`src/rtl/ladec_pkg.sv`:
```
package ladec_pkg;

    localparam int DEF_SEL_W = 3;

    // How the hold stage treats the select lines in the current cycle.
    typedef enum logic [1:0] {
        HM_PASS    = 2'd0,   // strobe low: transparent
        HM_CAPTURE = 2'd1,   // strobe just rose: show and store live select
        HM_HOLD    = 2'd2    // strobe held high: stored value only
    } hold_mode_t;

    // The two output enables, kept together through the gating stage.
    typedef struct packed {
        logic en_a;     // active high
        logic en_b_n;   // active low
    } oe_pair_t;

    function automatic hold_mode_t classify_strobe(input logic le_now, input logic le_prev);
        if (!le_now)
            return HM_PASS;
        else if (!le_prev)
            return HM_CAPTURE;
        else
            return HM_HOLD;
    endfunction

    function automatic logic oe_active(input oe_pair_t oe);
        return oe.en_a && !oe.en_b_n;
    endfunction

endpackage

```
`src/rtl/ladec_addr_hold.sv`:
```
module ladec_addr_hold
    import ladec_pkg::*;
#(
    parameter int SEL_W = DEF_SEL_W
) (
    input  logic             clk,
    input  logic             rst,
    input  logic [SEL_W-1:0] sel,
    input  logic             le,
    output logic [SEL_W-1:0] addr_eff,
    output hold_mode_t       mode
);

    logic             le_q;
    logic [SEL_W-1:0] held_q;

    always_comb begin
        mode = classify_strobe(le, le_q);
    end

    always_ff @(posedge clk) begin
        if (rst) begin
            le_q   <= 1'b1;
            held_q <= '0;
        end else begin
            le_q <= le;
            if (mode != HM_HOLD)
                held_q <= sel;
        end
    end

    always_comb begin
        addr_eff = (mode == HM_HOLD) ? held_q : sel;
    end

    // the value live in the capture cycle is what gets stored
    p_capture_store_r2: assert property (@(posedge clk) disable iff (rst)
        (mode == HM_CAPTURE) |=> (held_q == $past(sel)));

    // during hold the decoded address does not move
    p_hold_addr_r3: assert property (@(posedge clk) disable iff (rst)
        (mode == HM_HOLD && $past(mode) == HM_HOLD && !$past(rst)) |-> $stable(addr_eff));

endmodule

```
`src/rtl/ladec_onehot.sv`:
```
module ladec_onehot #(
    parameter int SEL_W = 3,
    localparam int OUTS = 1 << SEL_W
) (
    input  logic [SEL_W-1:0] addr,
    output logic [OUTS-1:0]  hit
);

    for (genvar i = 0; i < OUTS; i++) begin : g_line
        assign hit[i] = (addr == SEL_W'(i));
    end

    always_comb begin
        p_hit_onehot_r5: assert ($onehot(hit) || $isunknown(addr));
    end

endmodule

```
`src/rtl/ladec_out_gate.sv`:
```
module ladec_out_gate
    import ladec_pkg::*;
#(
    parameter int OUTS = 8
) (
    input  logic [OUTS-1:0] hit,
    input  logic            en_a,
    input  logic            en_b_n,
    output logic [OUTS-1:0] y_n
);

    oe_pair_t oe;
    logic     live;

    always_comb begin
        oe.en_a   = en_a;
        oe.en_b_n = en_b_n;
        live      = oe_active(oe);
    end

    for (genvar i = 0; i < OUTS; i++) begin : g_drv
        assign y_n[i] = !(live && hit[i]);
    end

endmodule

```
`src/rtl/ladec_strobed.sv`:
```
module ladec_strobed
    import ladec_pkg::*;
#(
    parameter int SEL_W = DEF_SEL_W,
    localparam int OUTS = 1 << SEL_W
) (
    input  logic             clk,
    input  logic             rst,
    input  logic [SEL_W-1:0] sel,
    input  logic             addr_le,
    input  logic             en_a,
    input  logic             en_b_n,
    output logic [OUTS-1:0]  y_n
);

    logic [SEL_W-1:0] addr_eff;
    hold_mode_t       mode;
    logic [OUTS-1:0]  hit;
    logic             enabled;

    assign enabled = en_a && !en_b_n;

    ladec_addr_hold #(.SEL_W(SEL_W)) u_hold (
        .clk      (clk),
        .rst      (rst),
        .sel      (sel),
        .le       (addr_le),
        .addr_eff (addr_eff),
        .mode     (mode)
    );

    ladec_onehot #(.SEL_W(SEL_W)) u_dec (
        .addr (addr_eff),
        .hit  (hit)
    );

    ladec_out_gate #(.OUTS(OUTS)) u_gate (
        .hit    (hit),
        .en_a   (en_a),
        .en_b_n (en_b_n),
        .y_n    (y_n)
    );

    // strobe low, the live select line is the low output
    p_follow_live_r1: assert property (@(posedge clk) disable iff (rst)
        (!addr_le && enabled) |-> !y_n[sel]);

    // held address keeps the outputs still while enables stay on
    p_hold_outputs_r3: assert property (@(posedge clk) disable iff (rst)
        (addr_le && $past(addr_le) && !$past(rst) && enabled && $past(enabled))
        |-> $stable(y_n));

    // either enable inactive forces every line high
    p_disable_all_r4: assert property (@(posedge clk) disable iff (rst)
        !enabled |-> (y_n == {OUTS{1'b1}}));

    // enabled means exactly one low line
    p_one_low_r5: assert property (@(posedge clk) disable iff (rst)
        enabled |-> ($countones(~y_n) == 1));

    // strobe high straight out of reset decodes address 0
    p_reset_zero_r7: assert property (@(posedge clk) disable iff (rst)
        ($past(rst) && addr_le && enabled) |-> !y_n[0]);

endmodule

```
`config.mk`:
```
export PLATFORM = sky130hd
export DESIGN_NAME = ladec_strobed
export DESIGN_NICKNAME = d
export VERILOG_FILES = /design/src/rtl/ladec_pkg.sv /design/src/rtl/ladec_addr_hold.sv /design/src/rtl/ladec_onehot.sv /design/src/rtl/ladec_out_gate.sv /design/src/rtl/ladec_strobed.sv
export SDC_FILE = /design/constraint.sdc
export NUM_CORES = 1
export LEC_CHECK = 0
export BUFFER_PORTS_ARGS = -buffer_cell sky130_fd_sc_hd__buf_2
export CORE_AREA = 2 2 39 41
export DETAILED_ROUTE_END_ITERATION = 10
export DIE_AREA = 0 0 41 43
export GPL_TIMING_DRIVEN = 0
export PLACE_DENSITY_LB_ADDON = 0.05
export SLEW_MARGIN = 20
export SYNTH_ARGS = -nofsm -noshare
export SYNTH_HDL_FRONTEND = slang
export SYNTH_SLANG_ARGS = --single-unit
```
`constraint.sdc`:
```
create_clock -name clk -period 1.7 [get_ports clk]
set_input_delay 0.255 -clock clk [delete_from_list [all_inputs] [get_ports clk]]
set_output_delay 0.255 -clock clk [all_outputs]
set_load 0.02 [all_outputs]
```
* Word level (Yosys, flattened, before mapping)
Index checks and enable logic that the tools add are counted.
** Word-level totals
- Input port bits :: 8
- Logic and storage cells :: 33
- Register bits after elaboration :: 4
** Cells by class
- Mux-type cells :: 3
- Reductions and logical operators :: 19
- Equality and inequality tests :: 9
** Operator list (count)
- $eq 3x3->1 const B :: 4
- $logic_and 1x1->1 :: 9
- $logic_not 1->1 :: 9
- $eq 3x2->1 const B :: 2
- $mux 2 :: 2
- $eq 3x1->1 const B :: 1
- $logic_not 3->1 :: 1
- $mux 3 :: 1
- $eq 2x2->1 const B :: 1
- $ne 2x2->1 const B :: 1

* Longest topological paths before layout
Gate-level depths: netlist of the first run.
- Depth after elaboration :: 7
- Depth in mapped cells :: 3
- Depth with buffers taken out :: 3

* By module
Synthesis of the first run repeated with hierarchy kept, for this count alone.
** Second synthesis, totals
- Cell total of the unflattened synthesis :: 37
- Area, all modules :: 311.5 um^2
** Modules (own cells, without submodules)
- ladec_addr_hold :: cells an instance 20, times used 1, seq. area each 80.1 um^2, area each 181.4 um^2
- ladec_onehot :: cells an instance 8, times used 1, seq. area each 0.0 um^2, area each 65.1 um^2
- ladec_out_gate :: cells an instance 9, times used 1, seq. area each 0.0 um^2, area each 65.1 um^2

* Worst setup path before layout of the first run
OpenSTA, ideal clock, no wires.
- Path kind :: register to output
- Start point :: register u_hold.le_q
- End point :: output port y_n[4]
- Slack :: 0.465 ns
- Cell stages (with the launch flop) :: 4
- Required time :: 1.445 ns
- Arrival :: 0.980 ns
- Buffers on the path :: 0
- Path through :: dfxtp_1 > nand2_2 > mux2i_2 > nand3_1
** Between the ends
- Longest elaborated chain between the ends :: 7
** RTL lines
- start: declaration :: RTL line ladec_addr_hold.sv:14 : logic le_q;
- start signal: assignment :: RTL line ladec_addr_hold.sv:26 : le_q <= le;
- $mux 2 :: RTL line ladec_pkg.sv:21 : else if (!le_prev)
- $mux 2 :: RTL line ladec_pkg.sv:19 : if (!le_now)
- $eq 2x2->1 :: RTL line ladec_addr_hold.sv:33 : addr_eff = (mode == HM_HOLD) ? held_q : sel;
- $mux 3 :: RTL line ladec_addr_hold.sv:33
- $eq 3x3->1 :: RTL line ladec_onehot.sv:10 : assign hit[i] = (addr == SEL_W'(i));
- $logic_and 1x1->1 :: RTL line ladec_out_gate.sv:22 : assign y_n[i] = !(live && hit[i]);
- $logic_not 1->1 :: RTL line ladec_out_gate.sv:22
- end: declaration :: RTL line ladec_strobed.sv:13 : output logic [OUTS-1:0] y_n
No other way between the ends.

* Final worst setup path of the first run
- Start point :: register u_hold.le_q
- End point :: output port y_n[5]
The elaborated chain is that of the path after synthesis.

==> reports/qor.txt, run 1 <==
DETAILED ROUTING
--------------------------------------------------------------------------------------
Post-DR wirelength/cell                                                        10.5 um
Avg Vias per Cell                                                                 4.25
Count of TritonRoute iterations in the first routing pass                            3
DRC errors left                                                                      0
First-iteration detailed-routing DRC count                                           4
Total number of vias                                                               255
Wire length reported by the detailed router                                     628 um
Post-route antenna net violation count                                               0

SYNTH
--------------------------------------------------------------------------------------
Compound-cell area share of the yosys netlist                                   0.0984
Cell type with the largest total area after synthesis                     sky130_fd_sc_hd__dfxtp_1
FFs w/ async S/R, synth                                                              0
Sequential element share of the synthesized area                                 0.332
Synth Cell Area                                                               241 um^2
Mux cell area share after synthesis                                              0.238
Post-synthesis share of cell area spent on and, or, nand and nor gates           0.332
Post-synthesis net count                                                            34
Proportion of netlist area held by the largest area contributor                  0.332
Flip-flop and latch count after synthesis                                            4
Mean cell area of the mapped netlist                                         9.29 um^2
Cell types with the largest area share after synthesis                    sky130_fd_sc_hd__dfxtp_1, sky130_fd_sc_hd__nand3_1, sky130_fd_sc_hd__mux2_4
Number of cells produced by synthesis                                               26
Cell with the most instances after synthesis                              sky130_fd_sc_hd__nand3_1
Number of synthesis warnings                                                         0
Adder-cell share of the synthesized area                                             0
Cell types with the highest counts after synthesis                        sky130_fd_sc_hd__nand3_1, sky130_fd_sc_hd__dfxtp_1, sky130_fd_sc_hd__mux2_4, sky130_fd_sc_hd__mux2i_2, sky130_fd_sc_hd__nor2_1
Unique cell type count in the Yosys netlist                                         12
Largest family of logic cells by synthesized area                         simple AND/OR/NAND/NOR gates
Most instantiated flip-flop cell in the synthesis netlist                 sky130_fd_sc_hd__dfxtp_1
Count of flip-flops with a built-in enable after synthesis                           0
Xor/xnor cell area share of the yosys netlist                                        0

FINISH
--------------------------------------------------------------------------------------
Design Area, Final                                                            377 um^2
Number of cells in the finished layout apart from fillers                           60
Area overhead of the layout relative to synthesis                                56.0%
NumNets Final                                                                       54
Fraction of final layout cells with drive strength greater than 1                0.591
Count of inserted antenna diode cells                                                0
Filler instances                                                                   166

CTS
--------------------------------------------------------------------------------------
Setup Buffers After CTS                                                              0
Total number of H-tree levels                                                        1
Total clock sinks                                                                    4
Clk slew on worst S/H paths                                                    0.03 ns
Cts bufs inserted                                                                    3
Clock network latency to the later pin of the worst-skew pair                  0.23 ns
Resized Gates After CTS                                                              0
Longest Clk Path Bufs                                                                2
Post-cts hold buffer count                                                           0
Buffer cell driving the clock tree root                                   sky130_fd_sc_hd__clkbuf_4
TritonCTS clock tree                                                               yes

CRITICAL PATH
--------------------------------------------------------------------------------------
Capturing instance or port of the critical path                                 y_n[5]
Slowest stage delay, CP                                                        0.36 ns
Data arrival time of the worst path                                            1.36 ns
Setup crit end kind                                                         output pin
Reg2reg end                                                               u_hold.held_q[0]$_SDFFE_PP0N_
Library cell contributing the largest single delay on the critical path   sky130_fd_sc_hd__dfxtp_1
First element of the critical path                                        u_hold.le_q$_SDFF_PP1_
Register-to-Register Setup Slack                                               0.70 ns
Total buffers and inverters traversed by the critical path                           1
Type of the setup path with the least slack                               flop to output pin
Crit path depth                                                                      4
Largest delay contributor family on the critical path                       flip-flops
Required @ worst endpoint                                                      1.44 ns
Peak fanout along the critical path                                                  4
Crit Reg-Reg Startpoint                                                   u_hold.le_q$_SDFF_PP1_
Cells along the critical path                                             nand2_2 > mux2_4 > nand3_1 > buf_2
Startpoint kind of the worst setup timing path                                    flop
Cells on worst reg2reg path                                                          3

GLOBAL ROUTE
--------------------------------------------------------------------------------------
Initial antenna violation count                                                      0
Global route total overflow                                                          0
Global-route wire length before repair                                         1010 um
Vias in the first global route                                                     261
Overall routing resource usage                                                  0.0894
Largest net degree at the start of global routing                                    6

JOB
--------------------------------------------------------------------------------------
Max-cap check violation count                                                        0

PLACED DESIGN
--------------------------------------------------------------------------------------
Number of port buffers                                                              15
Placed cell areas                                                             337 um^2
GP Congestion                                                                    0.596
Post-Place Cells                                                                    57

TIMING
--------------------------------------------------------------------------------------
Final critical-path share of the clock period                                    0.950
Worst-Margin Slew                                                             0.205 ns
Number of failing setup endpoints in the final timing report                         0
Slew margin rel.                                                                 0.860
Hold violation count in the final report                                             0
Final clock skew                                                           0.000995 ns
Clock period minus worst slack                                                 1.61 ns
Highest clock rate                                                             619 MHz
Max-slew violations                                                                  0
WHS                                                                           0.240 ns

FLOORPLAN
--------------------------------------------------------------------------------------
Row count                                                                           14
Die H                                                                            43 um
Die width                                                                        41 um
Starting density of the core                                                     0.175
Full die area                                                             0.00176 mm^2
Boundary Pins                                                                       16
CORE AREA                                                                 0.00138 mm^2

POWER
--------------------------------------------------------------------------------------
Pwr per Cell Area                                                          749 mW/mm^2
Leakage                                                                       0.151 nW
Worst supply voltage drop on vdd                                                269 uV

MIN PATH
--------------------------------------------------------------------------------------
Worst min-delay path class                                                primary input to flop

OUTCOME
--------------------------------------------------------------------------------------
Result of the run                                                            completed

state kept, by name, summed over array words and instances, names as in the netlist:
name	cells
u_hold.held_q	3
u_hold.le_q	1
worst min-delay path by stage:
stage	startpoint	end	slack, ns	depth (start not counted)
2_1_floorplan	rst	u_hold.held_q[2]$_SDFFE_PP0N_	0.32	1
3_3_place_gp	rst	u_hold.held_q[2]$_SDFFE_PP0N_	0.47	2
3_5_place_dp	rst	u_hold.held_q[1]$_SDFFE_PP0N_	0.48	2
4_1_cts	rst	u_hold.held_q[1]$_SDFFE_PP0N_	0.23	2
5_1_grt	rst	u_hold.held_q[2]$_SDFFE_PP0N_	0.24	2
6_report	rst	u_hold.held_q[2]$_SDFFE_PP0N_	0.24	2
layer usage:
layer | share of wire | vias up | global-route usage | wire length (um)
met5 | 0 | - | 0 | 0
met4 | 0 | 0 | 0.0400 | 0
met3 | 0.13 | 0 | 0.0471 | 83
met2 | 0.44 | 14 | 0.134 | 279
met1 | 0.42 | 108 | 0.100 | 265
li1 | - | 133 | - | -
cell families (layout without fill, tap and decap cells):
kind of cell	count (synthesis)	in the layout
buffers and inverters	0	18
flip-flops	4	4
multiplexers	4	4
AND/OR/NAND/NOR	15	15
AO/OA/AOI/OAI	3	3
power breakdown:
| group | leakage (nW) | internal (mW) | switching (mW) |
|---|---|---|---|
| clock | 0.0138 | 0.0785 | 0.0319 |
| sequential | 0.0332 | 0.100 | 0.00431 |
| combinational | 0.104 | 0.0319 | 0.0350 |
| total | 0.151 | 0.211 | 0.0711 |
cell usage in the layout (no fill, tap or decap):
cell                        n
sky130_fd_sc_hd__a21bo_2    1
sky130_fd_sc_hd__a21oi_1    1
sky130_fd_sc_hd__a21oi_2    1
sky130_fd_sc_hd__and3b_1    1
sky130_fd_sc_hd__buf_2     15
sky130_fd_sc_hd__clkbuf_4   3
sky130_fd_sc_hd__dfxtp_1    4
sky130_fd_sc_hd__mux2_4     2
sky130_fd_sc_hd__mux2i_4    2
sky130_fd_sc_hd__nand2_2    1
sky130_fd_sc_hd__nand2b_1   1
sky130_fd_sc_hd__nand3_1    9
sky130_fd_sc_hd__nor2_1     2
sky130_fd_sc_hd__or2_2      1
stage by stage:
stage	util	setup TNS, ns	setup slack [ns]	power [mW]
3_5_place_dp	0.243	0	0.266	0.167
2_1_floorplan	-	0	0.465	0.146
6_report	0.272	0	0.0858	0.282
5_1_grt	0.272	-0.000282	-0.000282	0.304
4_1_cts	0.259	0	0.0748	0.283
3_3_place_gp	0.243	0	0.304	0.165
cell type report:
class | instances | area (um^2) | area share
multi-input combinational | 22 | 179 | 0.475
sequential | 4 | 80.1 | 0.213
timing repair buffer | 15 | 75.1 | 0.199
clock buffer | 3 | 22.5 | 0.0598
tap | 16 | 20.0 | 0.0532
(Power assumes the default switching activity.)
==> run 2: changes to the inputs <==
Settings changed: RECOVER_POWER from default to 100.
Clock period 1.7 ns to 2 ns, I/O delays scaled along.
==> reports/qor.txt, run 2 (synthesis results as in run 1) <==
CTS
--------------------------------------------------------------------------------
Setup Buffers After CTS                                                        0   unchanged
TritonCTS clock tree                                                         yes   unchanged
Resized Gates After CTS                                                        0   unchanged
Total clock sinks                                                              4   unchanged
Buffer cell driving the clock tree root                             sky130_fd_sc_hd__clkbuf_4   unchanged
Clk slew on worst S/H paths                                              0.03 ns   about the same
Longest Clk Path Bufs                                                          2   unchanged
Clock network latency to the later pin of the worst-skew pair            0.23 ns   about the same
Post-cts hold buffer count                                                     0   unchanged
Cts bufs inserted                                                              3   unchanged
Total number of H-tree levels                                                  1   unchanged

DETAILED ROUTING
--------------------------------------------------------------------------------
Wire length reported by the detailed router                               643 um   was 628 um
Post-DR wirelength/cell                                                  10.7 um   was 10.5 um
First-iteration detailed-routing DRC count                                     5   was 4
DRC errors left                                                                0   unchanged
Total number of vias                                                         252   was 255
Post-route antenna net violation count                                         0   unchanged
Count of TritonRoute iterations in the first routing pass                      4   was 3
Avg Vias per Cell                                                           4.20   was 4.25

CRITICAL PATH
--------------------------------------------------------------------------------
Peak fanout along the critical path                                            5   was 4
Startpoint kind of the worst setup timing path                              flop   unchanged
Setup crit end kind                                                   output pin   unchanged
Data arrival time of the worst path                                      1.43 ns   was 1.36 ns
Type of the setup path with the least slack                         flop to output pin   unchanged
Required @ worst endpoint                                                1.70 ns   was 1.44 ns

FINISH
--------------------------------------------------------------------------------
Most frequent cells in the layout                                   sky130_fd_sc_hd__nand3_1, sky130_fd_sc_hd__clkbuf_1, sky130_fd_sc_hd__buf_2   was sky130_fd_sc_hd__buf_2, sky130_fd_sc_hd__nand3_1, sky130_fd_sc_hd__dfxtp_1
Combined area of the multi-input logic cells                            154 um^2   was 179 um^2
Filler instances                                                             168   was 166
Max reg flops                                                                  3   unchanged
Largest registers                                                   u_hold.held_q: 3 flops, u_hold.le_q: 1 flops   unchanged
Most common library cell in the layout ignoring fill and taps       sky130_fd_sc_hd__nand3_1   was sky130_fd_sc_hd__buf_2
NumNets Final                                                                 54   unchanged
Fraction of final layout cells with drive strength greater than 1          0.364   was 0.591
Count of inserted antenna diode cells                                          0   unchanged
Most flops, register                                                u_hold.held_q   unchanged
Area overhead of the layout relative to synthesis                          41.5%   was 56.0%
Storage cell area                                                      80.1 um^2   unchanged

PLACED DESIGN
--------------------------------------------------------------------------------
Setup Slack @ Placement                                                 0.476 ns   was 0.266 ns
GP Congestion                                                              0.596   unchanged
Number of port buffers                                                        15   unchanged

JOB
--------------------------------------------------------------------------------
Max-cap check violation count                                                  0   unchanged

POWER
--------------------------------------------------------------------------------
Psw                                                                    0.0572 mW   was 0.0711 mW
Fraction of power spent switching nets                                     0.249   was 0.252
Leakage                                                                 0.143 nW   was 0.151 nW
Sequential cell fraction of total power                                    0.382   was 0.372
Clk pwr share                                                              0.409   was 0.391
Worst supply voltage drop on vdd                                          229 uV   was 269 uV
Internal Pwr Total                                                      0.173 mW   was 0.211 mW
Combinational power share                                                  0.210   was 0.237
Pwr per Cell Area                                                    673 mW/mm^2   was 749 mW/mm^2

TIMING
--------------------------------------------------------------------------------
Max-slew violations                                                            0   unchanged
Slew margin rel.                                                           0.726   was 0.860
RSZ-0062 raised after global routing                                          no
Final clock skew                                                      0.00159 ns   was 0.000995 ns
Clock period minus worst slack                                           1.73 ns
Worst-Margin Slew                                                       0.400 ns   was 0.205 ns
Final critical-path share of the clock period                              0.867
Fin Setup TNS                                                               0 ns   unchanged
Number of failing setup endpoints in the final timing report                   0   unchanged
Worst path setup slack after routing                                    0.265 ns   was 0.0858 ns
Highest clock rate                                                       576 MHz
Hold violation count in the final report                                       0   unchanged

GLOBAL ROUTE
--------------------------------------------------------------------------------
Global-route wire length before repair                                   1010 um   unchanged
Vias in the first global route                                               261   unchanged
Largest net degree at the start of global routing                              6   unchanged
Initial antenna violation count                                                0   unchanged
Overall routing resource usage                                            0.0894   unchanged
Global route total overflow                                                    0   unchanged

FLOORPLAN
--------------------------------------------------------------------------------
Row count                                                                     14   unchanged
Die width                                                                  41 um   unchanged
Die H                                                                      43 um   unchanged
Full die area                                                       0.00176 mm^2   unchanged
Boundary Pins                                                                 16   unchanged
Starting density of the core                                               0.175   unchanged
CORE AREA                                                           0.00138 mm^2   unchanged

MIN PATH
--------------------------------------------------------------------------------
Worst min-delay path class                                          primary input to flop   unchanged

OUTCOME
--------------------------------------------------------------------------------
Result of the run                                                      completed   unchanged

-- run 2: worst paths after layout --
| path | startpoint | endpoint | slack, ns | cells past startpoint |
|---|---|---|---|---|
| setup reg to reg | u_hold.le_q$_SDFF_PP1_ | u_hold.held_q[0]$_SDFFE_PP0N_ | 0.93 | 3 |
| hold / removal | rst | u_hold.held_q[2]$_SDFFE_PP0N_ | 0.28 | 2 |
| hold reg to reg | u_hold.held_q[2]$_SDFFE_PP0N_ | u_hold.held_q[2]$_SDFFE_PP0N_ | 0.52 | 2 |
| setup / recovery | u_hold.le_q$_SDFF_PP1_ | y_n[4] | 0.27 | 4 |
-- run 2: power groups by stage --
stage | clock network, mW | registers [mW] | logic (mW)
after global placement | 0 | 0.0893 | 0.0506
after global routing | 0.106 | 0.0884 | 0.0539
after floorplan | 0 | 0.0889 | 0.0348
after detailed placement | 0 | 0.0894 | 0.0524
final | 0.0939 | 0.0878 | 0.0482
after CTS | 0.0997 | 0.0882 | 0.0525
-- run 2: routing by layer --
metal / part of all wire / GRT usage
met3: 0.13 / 0.0471
met5: 0 / 0
met2: 0.43 / 0.134
met1: 0.44 / 0.100
met4: 0 / 0.0400
-- run 2: final cells by class --
type / count / area share
multi-input combinational: 22 / 0.451
sequential: 4 / 0.234
timing repair buffer: 15 / 0.190
clock buffer: 3 / 0.0659
tap: 16 / 0.0586
-- run 2: critical path: stages (launching register included) --
cell                       delay, ns
sky130_fd_sc_hd__dfxtp_1        0.32
sky130_fd_sc_hd__nand2_2        0.14
sky130_fd_sc_hd__mux2i_1        0.41
sky130_fd_sc_hd__nand3_1        0.14
sky130_fd_sc_hd__clkbuf_1       0.20
-- run 2: per-stage QoR --
stage / utilization / total power, mW / hold slack (ns) / area (um^2) / std cells
floorplan: - / 0.124 / 0.369 / 241 / 26
global placement: 0.243 / 0.140 / 0.508 / 337 / 57
detailed placement: 0.243 / 0.142 / 0.516 / 337 / 57
CTS: 0.259 / 0.240 / 0.280 / 359 / 60
global route: 0.247 / 0.248 / 0.290 / 342 / 60
finish: 0.247 / 0.230 / 0.283 / 342 / 60
